<file path="config.mk">
export PLATFORM = sky130hd
export DESIGN_NAME = safe_fsm_d3
export DESIGN_NICKNAME = d
export VERILOG_FILES = /design/src/rtl/safe_fsm_pkg.sv /design/src/rtl/safe_fsm_store.sv /design/src/rtl/safe_fsm_ctrl.sv /design/src/rtl/safe_fsm_d3.sv
export SDC_FILE = /design/constraint.sdc
export NUM_CORES = 1
export LEC_CHECK = 0
export ABC_AREA = 1
export BUFFER_PORTS_ARGS = -buffer_cell sky130_fd_sc_hd__buf_4
export CAP_MARGIN = 25
export CORE_MARGIN = 2
export CORE_UTILIZATION = 50
export CTS_BUF_LIST = sky130_fd_sc_hd__clkbuf_2 sky130_fd_sc_hd__clkbuf_4 sky130_fd_sc_hd__clkbuf_8
export DETAILED_ROUTE_END_ITERATION = 6
export GPL_TIMING_DRIVEN = 0
export PLACE_DENSITY = 0.72
export SYNTH_ARGS = -nofsm -noshare
export SYNTH_HDL_FRONTEND = slang
export SYNTH_SLANG_ARGS = --single-unit
</file>
<file path="constraint.sdc">
create_clock -name clk -period 3.65 [get_ports clk]
set_clock_uncertainty 0.2 [all_clocks]
set_input_delay 0.5475 -clock clk [delete_from_list [all_inputs] [get_ports clk]]
set_output_delay 0.5475 -clock clk [all_outputs]
set_load 0.02 [all_outputs]
</file>
<file path="src/rtl/safe_fsm_pkg.sv">
`timescale 1ns/1ps
package safe_fsm_pkg;
  localparam int CODE_W = 5;
  localparam int NUM_ST = 4;
  localparam int IDX_W  = $clog2(NUM_ST);
  localparam int MAX_CORR_DIST = 1;

  typedef logic [CODE_W-1:0] code_t;

  typedef enum logic [IDX_W-1:0] {
    ST_IDLE = 2'd0,
    ST_WORK = 2'd1,
    ST_ACK  = 2'd2,
    ST_COOL = 2'd3
  } st_e;

  localparam code_t CODE_IDLE = 5'b00000;
  localparam code_t CODE_WORK = 5'b00111;
  localparam code_t CODE_ACK  = 5'b11001;
  localparam code_t CODE_COOL = 5'b11110;

  localparam code_t LEGAL_CODES [NUM_ST] = '{CODE_IDLE, CODE_WORK, CODE_ACK, CODE_COOL};

  typedef struct packed {
    logic  recover;
    code_t nextCode;
  } ctrlStrobe_t;
endpackage

</file>
<file path="src/rtl/safe_fsm_store.sv">
`timescale 1ns/1ps
module safe_fsm_store
  import safe_fsm_pkg::*;
(
  input  logic        clk,
  input  logic        rstN,
  input  code_t       upsetMask,
  input  ctrlStrobe_t strobe,
  output st_e         stateIdx,
  output logic        corrected,
  output logic        uncorrectable
);
  code_t stored;
  code_t cleanCode;
  logic [NUM_ST-1:0] hit;

  for (genvar gi = 0; gi < NUM_ST; gi++) begin : g_near
    assign hit[gi] = ($countones(stored ^ LEGAL_CODES[gi]) <= MAX_CORR_DIST);
  end

  always_comb begin
    stateIdx = ST_IDLE;
    for (int i = 0; i < NUM_ST; i++) begin
      if (hit[i]) stateIdx = st_e'(IDX_W'(i));
    end
  end

  assign cleanCode     = LEGAL_CODES[stateIdx];
  assign uncorrectable = ~|hit;
  assign corrected     = (|hit) && (stored != cleanCode);

  always_ff @(posedge clk or negedge rstN) begin
    if (!rstN) begin
      stored <= CODE_IDLE;
    end else if (|upsetMask) begin
      stored <= stored ^ upsetMask;
    end else if (strobe.recover) begin
      stored <= CODE_IDLE;
    end else begin
      stored <= strobe.nextCode;
    end
  end
endmodule

</file>
<file path="src/rtl/safe_fsm_ctrl.sv">
`timescale 1ns/1ps
module safe_fsm_ctrl
  import safe_fsm_pkg::*;
(
  input  logic        req,
  input  logic        done,
  input  st_e         stateIdx,
  input  logic        uncorrectable,
  output ctrlStrobe_t strobe,
  output logic        busy,
  output logic        ack,
  output logic        safeRec
);
  always_comb begin
    strobe.recover  = 1'b0;
    strobe.nextCode = CODE_IDLE;
    busy    = 1'b0;
    ack     = 1'b0;
    safeRec = 1'b0;
    if (uncorrectable) begin
      strobe.recover = 1'b1;
      safeRec        = 1'b1;
    end else begin
      case (stateIdx)
        ST_IDLE: strobe.nextCode = req ? CODE_WORK : CODE_IDLE;
        ST_WORK: begin
          busy            = 1'b1;
          strobe.nextCode = done ? CODE_ACK : CODE_WORK;
        end
        ST_ACK: begin
          ack             = 1'b1;
          strobe.nextCode = CODE_COOL;
        end
        ST_COOL: strobe.nextCode = req ? CODE_COOL : CODE_IDLE;
        default: strobe.recover = 1'b1;
      endcase
    end
  end
endmodule

</file>
<file path="src/rtl/safe_fsm_d3.sv">
`timescale 1ns/1ps
module safe_fsm_d3
  import safe_fsm_pkg::*;
(
  input  logic              clk,
  input  logic              rstN,
  input  logic              req,
  input  logic              done,
  input  logic [CODE_W-1:0] upsetMask,
  output logic              busy,
  output logic              ack,
  output logic              corrErr,
  output logic              safeRec
);
  ctrlStrobe_t strobe;
  st_e         stateIdx;
  logic        uncorrectable;

  safe_fsm_store u_store (
    .clk          (clk),
    .rstN         (rstN),
    .upsetMask    (upsetMask),
    .strobe       (strobe),
    .stateIdx     (stateIdx),
    .corrected    (corrErr),
    .uncorrectable(uncorrectable)
  );

  safe_fsm_ctrl u_ctrl (
    .req          (req),
    .done         (done),
    .stateIdx     (stateIdx),
    .uncorrectable(uncorrectable),
    .strobe       (strobe),
    .busy         (busy),
    .ack          (ack),
    .safeRec      (safeRec)
  );
endmodule

</file>
==> results of run 1 <==
-- logic make-up (layout without fill, tap and decap cells) --
kind of cell	after synthesis	count (layout)	synth area share, %
AO/OA/AOI/OAI	6	6	3.93
AND/OR/NAND/NOR	50	50	31.2
adder cells (fa/ha/maj)	19	19	36.0
buffers and inverters	28	57	12.7
flip-flops	5	5	15.1
XOR/XNOR	1	1	1.06
-- cells in the mapped netlist --
| cell | count | area, um^2 |
|---|---|---|
| fa_1 | 8 | 160 |
| nand3_1 | 6 | 30.0 |
| dfrtp_1 | 5 | 125 |
| nor2_2 | 1 | 6.26 |
| xor2_1 | 1 | 8.76 |
| nand2_4 | 1 | 11.3 |
| nand2_2 | 1 | 6.26 |
| nor2_4 | 2 | 22.5 |
| ha_1 | 11 | 138 |
| o211ai_1 | 1 | 7.51 |
| nor2_1 | 12 | 45.0 |
| nand4_4 | 1 | 21.3 |
| inv_1 | 28 | 105 |
| or2_2 | 2 | 12.5 |
| o21ai_0 | 3 | 15.0 |
| nand3_2 | 2 | 20.0 |
| a21oi_1 | 2 | 10.0 |
| nand2_1 | 22 | 82.6 |
-- through the flow --
stage               instances  cell area, um^2  setup TNS [ps]
finish                    154             1150               0
global route              154             1150           -82.1
CTS                       150             1100               0
detailed placement        137              937            -161
global placement          137              937           -99.7
floorplan                 109              827               0
-- routing by layer --
metal / GRT usage, % / wire length, um / up-vias
met5: 0 / 0 / -
met4: 9.70 / 57 / 0
li1: - / - / 376
met1: 26.0 / 823 / 363
met3: 3.67 / 26 / 6
met2: 39.7 / 985 / 13
-- worst max path at each step --
stage                          to              start  slack, ps
after floorplan           corrErr  u_store.stored[0]         50
after global placement    corrErr  u_store.stored[2]       -100
after detailed placement  corrErr  u_store.stored[2]       -160
after CTS                 corrErr  u_store.stored[1]        0.8
after global routing      corrErr  u_store.stored[2]        -80
final                     corrErr  u_store.stored[1]         70
-- critical path: cells and delay by family (launching register included) --
kind / cells / cell delay (ps)
adders and majority gates: 4 / 1260
DFF: 1 / 360
and+or+nand+nor: 7 / 520
AOI/OAI and AO/OA: 1 / 60
buffers and inverters: 5 / 390
-- what timing repair did --
| action | in CTS | in global routing |
|---|---|---|
| hold buffers | 1 | 0 |
| setup buffers | 8 | 4 |
| endpoints found under the hold margin | 5 | 0 |
| pin swaps | 8 | 6 |
| setup endpoints to repair | 3 | 2 |
| gates resized for setup | 19 | 8 |
-- area by class of cell --
type | count | area (um^2)
clock buffers | 4 | 30.0
well taps | 16 | 20.0
repair buffers | 25 | 190
fillers | 115 | 378
inverters | 28 | 113
flip-flops and latches | 5 | 129
multi-input cells | 76 | 664
==> qor.txt, run 1 <==
port bufs: 12
Final period util: 98.0%
reg-to-reg critical path endpoint: u_store.stored[0]
endpoints failing hold: 0
Place WS: -161 ps
syn nets: 137
H-tree levels: 1
ANT cells: 0
first-pass iteration count of the detailed router: 4
CTS max path bufs: 2
Synth Cell Area: 827 um^2
via/cell ratio: 4.92
layout cell share with drive strength beyond 1: 43.5%
Detailed Place HPWL: 1340 um
area grow syn2layout: 38.6%
clk_lat worst skew: 230 ps
number of remaining DRC errors: 0
die footprint: 2000 um^2
Worst Path Max Fanout: 4
vias in the first global route: 788
drt total wl: 1890 um
mean post-synth cell area: 7.59 um^2
IO Count: 13
num rows: 14
routed length per instance: 12.3 um
max_cap viols: 0
chip height: 44.7 um
fin. max-slew vios: 0
Reg clk slew, reported paths: 40 ps
nets@finish: 167
Tot GR Track Use: 22.3%
worst-margin pin slew: 287 ps
largest net degree at the start of global routing: 7
Register-to-Register Path Depth: 14
initial core utilization: 54.3%
first-pass GRT wire length: 3190 um
hold_sp: upsetMask[3]
Routed Antenna Nets: 0
most frequent cells in the layout: 24 x buf_4, 19 x nand2_1, 18 x inv_1
initial antenna violation count: 0
Hold Path Class: in -> reg
hold path depth: 4
Top reg by flops: u_store.stored
Final setup viols: 0
flop2flop setup slack: 610 ps
biggest regs: u_store.stored x5
hold endpoint: u_store.stored[3]
Sink Count: 5
number of flip-flops under the largest register name: 5
nature of the critical path endpoint: primary output
startpoint types: flip-flop
Reg-to-Reg Start: u_store.stored[1]
crit path kind: reg -> out
CTS Root Cell: clkbuf_4
CP max-delay cell: fa_1
CP cell instances: inv_2 > ha_4 > inv_4 > fa_2 > inv_2 > fa_1 > nand2_2 > nand3_4 > nand2_4 > ha_4 > inv_2 > nand2_2 > nand2_1 > nand2_1 > nor2_1 > a21oi_1 > buf_4
critical path's largest stage delay: 420 ps
Crit path top cell by count: inv_2
most common cell after layout, fill and taps aside: buf_4
Overflow after GRT: 0
Yosys reg bits: 5
Vias: 758
CTS tree: built
Final WS setup: 74.0 ps
unrepaired setup endpoints after global routing: true
WP data arrival: 2830 ps
post-synth cell types: 18
gpl congestion: 0.783
cts bufs inserted: 3
Max-slew headroom: 80.8%
iteration-0 DRC count of the detailed router: 7
Hold WS: 419 ps
Synthesis Warnings: 0
die width: 44.7 um
Core Footprint: 1520 um^2
Finished Core Util: 75.2%
Post-Syn Instances: 109
Crit path required time: 2900 ps
Tmin final: 3580 ps
f_max: 0.280 GHz
run status: finished clean
Seq/Total Area, Yosys: 15.1%
Power of run 1 is not shown: default switching activity piles up to over one toggle a cycle in this logic, so the estimate is an artifact.
==> run 2: changes to the inputs <==
Settings changed: BUFFER_PORTS_ARGS -buffer_cell sky130_fd_sc_hd__buf_4 to -buffer_cell sky130_fd_sc_hd__buf_2, CORE_ASPECT_RATIO from default to 1.25.
==> run 2 against run 1 <==
- the flow now finishes with violations (negative setup slack)
- non-clock buffer count is 1 higher
- critical path depth fell by 1
- hold slack got worse by 7.3 ps
- register-to-register slack worse by 20 ps
- sequential share of layout area is 0.23 points higher
- die area barely moved
- global-route usage grew 0.41 points
- worst setup slack got worse by 120 ps
- core utilization decreased by 4.0 points
==> qor.txt, run 2 (synthesized netlist as in run 1, its figures left out) <==
via/cell ratio: 4.69
Final setup viols: 1
Worst Path Max Fanout: 4
Routed Antenna Nets: 0
Reg clk slew, reported paths: 40 ps
nets@finish: 168
num rows: 16
Crit path required time: 2900 ps
port bufs: 12
Critical Path End: corrErr
cts bufs inserted: 3
flop2flop setup slack: 590 ps
f_max: 0.270 GHz
first-pass iteration count of the detailed router: 4
max_cap viols: 0
worst-margin pin slew: 305 ps
Tot GR Track Use: 22.8%
startpoint types: flip-flop
reg-to-reg critical path endpoint: u_store.stored[1]
gpl congestion: 0.768
Reg-to-Reg Start: u_store.stored[1]
chip height: 49.5 um
initial core utilization: 53.0%
fin. max-slew vios: 0
Critical Path Source: u_store.stored[1]
Max-slew headroom: 79.6%
H-tree levels: 1
initial antenna violation count: 0
drt total wl: 1890 um
number of flip-flops under the largest register name: 5
routed length per instance: 12.1 um
ANT cells: 0
Place WS: -106 ps
Core Footprint: 1560 um^2
WP data arrival: 2950 ps
iteration-0 DRC count of the detailed router: 8
die width: 40.4 um
Final period util: 101%
Top reg by flops: u_store.stored
most common cell after layout, fill and taps aside: nand2_1
Filler Cell Count: 127
CTS max path bufs: 2
largest net degree at the start of global routing: 7
Hold Path Class: in -> reg
run status: complete, but fails checks
vias in the first global route: 764
clk_lat worst skew: 240 ps
Register-to-Register Path Depth: 15
unrepaired setup endpoints after global routing: true
layout cell share with drive strength beyond 1: 43.2%
Overflow after GRT: 0
first-pass GRT wire length: 3040 um
area grow syn2layout: 34.5%
biggest regs: u_store.stored x5
nature of the critical path endpoint: primary output
endpoints failing hold: 0
crit path kind: reg -> out
CTS tree: built
Detailed Place HPWL: 1300 um
die footprint: 2000 um^2
Sink Count: 5
Final WS setup: -47.4 ps
most frequent cells in the layout: 20 x nand2_1, 18 x inv_1, 14 x buf_4
fin area: 1110 um^2
CTS Root Cell: clkbuf_4
IO Count: 13
Tmin final: 3700 ps
Post-DP Area: 910 um^2
hold path depth: 4
Vias: 736
number of remaining DRC errors: 0
failing checks: negative setup slack
## run 2: cell count changes in the layout (fill, tap and decap cells not counted), sizes merged
cell / change
buf: +1
## run 2: through the flow
stage / utilization [%] / setup TNS (ps) / std cells / hold slack (ps)
after floorplan: - / 0 / 109 / 51.9
final: 71.2 / -47.4 / 157 / 412
after CTS: 69.5 / 0 / 154 / 403
after global routing: 71.2 / -168 / 157 / 429
after global placement: 58.3 / -90.6 / 139 / 162
after detailed placement: 58.3 / -106 / 139 / 164
## run 2: area by class of cell
type	instances	area [um^2]	share of cell area (%)
multi-input combinational	76	652	58.6
timing repair buffer	26	170	15.3
sequential	5	128	11.5
inverter	28	110	9.90
clock buffer	4	30.0	2.70
tap	18	22.5	2.02
## run 2: critical path: stages (launching register included)
cell and delay [ps]:
dfrtp_1 360, inv_2 60, ha_4 270, inv_4 50, fa_2 380, inv_2 60, fa_1 440, nand2_2 130
nand2_2 90, ha_4 270, inv_1 30, nand2_1 50, nand2_1 40, nand2_1 50, nor2_1 40, a21oi_1 190
buf_4 190
## run 2: routing by layer
layer,vias to the layer above,GRT usage (%),share of wire [%]
li1,378,-,-
met1,344,23.6,40
met2,10,41.0,58
met3,4,2.70,0.90
met4,0,11.1,1.6
met5,-,0,0
## run 2: worst min-delay path by stage
stage                       startpoint                end  slack (ps)
final                     upsetMask[2]  u_store.stored[2]         410
after global routing      upsetMask[2]  u_store.stored[2]         430
after CTS                 upsetMask[2]  u_store.stored[2]         400
after detailed placement          rstN  u_store.stored[0]         160
after global placement            rstN  u_store.stored[0]         160
after floorplan                   rstN  u_store.stored[0]          50
## run 2: repair_timing
action / CTS / global route
hold buffers: 1 / 0
endpoints found under the setup margin: 3 / 2
endpoints found under the hold margin: 5 / 0
setup buffers: 10 / 3
pin swaps: 9 / 8
gates resized for setup: 18 / 6
Power of run 2 is left out for the same reason.
==> run 3: changes to the inputs <==
Settings changed: BUFFER_PORTS_ARGS -buffer_cell sky130_fd_sc_hd__buf_2 to default, CTS_BUF_LIST sky130_fd_sc_hd__clkbuf_2 sky130_fd_sc_hd__clkbuf_4 sky130_fd_sc_hd__clkbuf_8 to default, DONT_BUFFER_PORTS from default to 1, PLACE_DENSITY 0.72 to default.
==> run 3 against run 2 <==
- the flow now finishes without violations
- die area stayed put
- cell count is 9.6% lower
- critical path depth is 1 lower
- sequential share of layout area is 0.95 points higher
- sequential cell count stayed put
- hold slack worse by 130 ps
- final area is 5.8% lower
- worst setup slack better by 120 ps
- first-iteration DRC count is 25% lower
- via count is 10% lower
- critical path type unchanged
- largest cell class unchanged
==> qor.txt, run 3 (synthesized netlist as in run 1, its figures left out) <==
Hold Path Class: in -> reg
iteration-0 DRC count of the detailed router: 6
ANT cells: 0
Tmin final: 3580 ps
largest net degree at the start of global routing: 7
Reg area: 130 um^2
worst-margin pin slew: 371 ps
CTS tree: built
f_max: 0.280 GHz
max_cap viols: 0
cts bufs inserted: 3
Detailed Place HPWL: 1230 um
Multi-input gate area: 668 um^2
num rows: 16
clk_lat worst skew: 250 ps
chip height: 49.5 um
Routed Antenna Nets: 0
gpl congestion: 0.729
Reg-to-Reg Start: u_store.stored[2]
Crit path required time: 2900 ps
layout cell share with drive strength beyond 1: 38.7%
initial core utilization: 53.0%
first-pass iteration count of the detailed router: 3
Core Footprint: 1560 um^2
run status: finished clean
vias in the first global route: 691
port bufs: 0
Sink Count: 5
Filler Cell Count: 151
hold_sp: upsetMask[2]
Post-Layout Cell Count: 142
IO Count: 13
Worst Path Max Fanout: 4
via/cell ratio: 4.65
most common cell after layout, fill and taps aside: nand2_1
startpoint types: flip-flop
WP data arrival: 2830 ps
Tot GR Track Use: 22.6%
biggest regs: u_store.stored x5
die width: 40.4 um
Post-DP Area: 850 um^2
Final WS setup: 73.9 ps
most frequent cells in the layout: 20 x nand2_1, 19 x inv_1, 10 x nor2_1, 10 x buf_4, 8 x ha_1
first-pass GRT wire length: 3030 um
Final period util: 98.0%
H-tree levels: 1
unrepaired setup endpoints after global routing: true
CTS max path bufs: 2
crit path kind: reg -> out
number of remaining DRC errors: 0
initial antenna violation count: 0
Overflow after GRT: 0
Place WS: -293 ps
post-placement cell count: 127
Reg clk slew, reported paths: 50 ps
Top reg by flops: u_store.stored
fin area: 1050 um^2
CTS Root Cell: clkbuf_4
die footprint: 2000 um^2
routed length per instance: 12.4 um
Final setup viols: 0
nature of the critical path endpoint: primary output
Max-slew headroom: 75.2%
fin. max-slew vios: 0
drt total wl: 1760 um
Vias: 660
area grow syn2layout: 26.6%
endpoints failing hold: 0
nets@finish: 153
Critical Path Source: u_store.stored[0]
number of flip-flops under the largest register name: 5
[run 3: changes by cell type in the layout (fill, tap and decap cells not counted), moves of 2 or more]
cell / before / now
dfrtp_2: 2 / 4
dfrtp_1: 3 / 1
nor2_2: 1 / 3
buf_4: 14 / 10
buf_2: 11 / 0
inv_2: 8 / 6
nor2_1: 12 / 10
[run 3: repair_timing]
item,in CTS,in global routing
hold buffers,1,0
setup buffers,9,1
hold endpoints to repair,5,0
endpoints found under the setup margin,3,2
gates resized for setup,23,7
pin swaps,11,11
[run 3: final cells by class]
type / count / share of cell area, %
multi-input cells: 76 / 63.8
flip-flops and latches: 5 / 12.4
inverters: 28 / 11.0
repair buffers: 11 / 8.12
clock buffers: 4 / 2.51
well taps: 18 / 2.15
[run 3: path summary, 6_finish.rpt]
kind	to	slack [ps]	depth (start not counted)
max in group asynchronous	u_store.stored[3]	2640	1
worst max register to register	u_store.stored[0]	610	14
min in group asynchronous	u_store.stored[2]	390	1
worst min-delay path	u_store.stored[2]	280	3
worst min register to register	u_store.stored[1]	480	4
worst max-delay path	corrErr	70	15
[run 3: per-layer routing]
metal | GRT usage, % | vias up | part of all wire [%]
met5 | 0 | - | 0
met4 | 7.22 | 0 | 1.3
met3 | 6.76 | 5 | 3.9
met2 | 36.5 | 13 | 54
met1 | 27.2 | 293 | 41
li1 | - | 349 | -
[run 3: stage by stage]
stage,setup TNS (ps),hold WS (ps),util (%)
5_1_grt,-27.6,299,67.1
4_1_cts,0,273,64.7
2_1_floorplan,0,51.9,-
6_report,0,279,67.1
3_3_place_gp,-245,52.0,54.4
3_5_place_dp,-293,52.0,54.4
[run 3: critical path: stages, from the launching register on]
cell,delay (ps)
dfrtp_2,400
inv_4,50
ha_4,280
inv_6,40
fa_2,380
inv_2,60
fa_1,420
nand2_2,120
nand3_2,90
nand2_2,100
ha_4,200
nand2_1,60
nand2_1,50
nand2_1,70
nor2_2,50
a21oi_4,210
Power of run 3 is left out for the same reason.
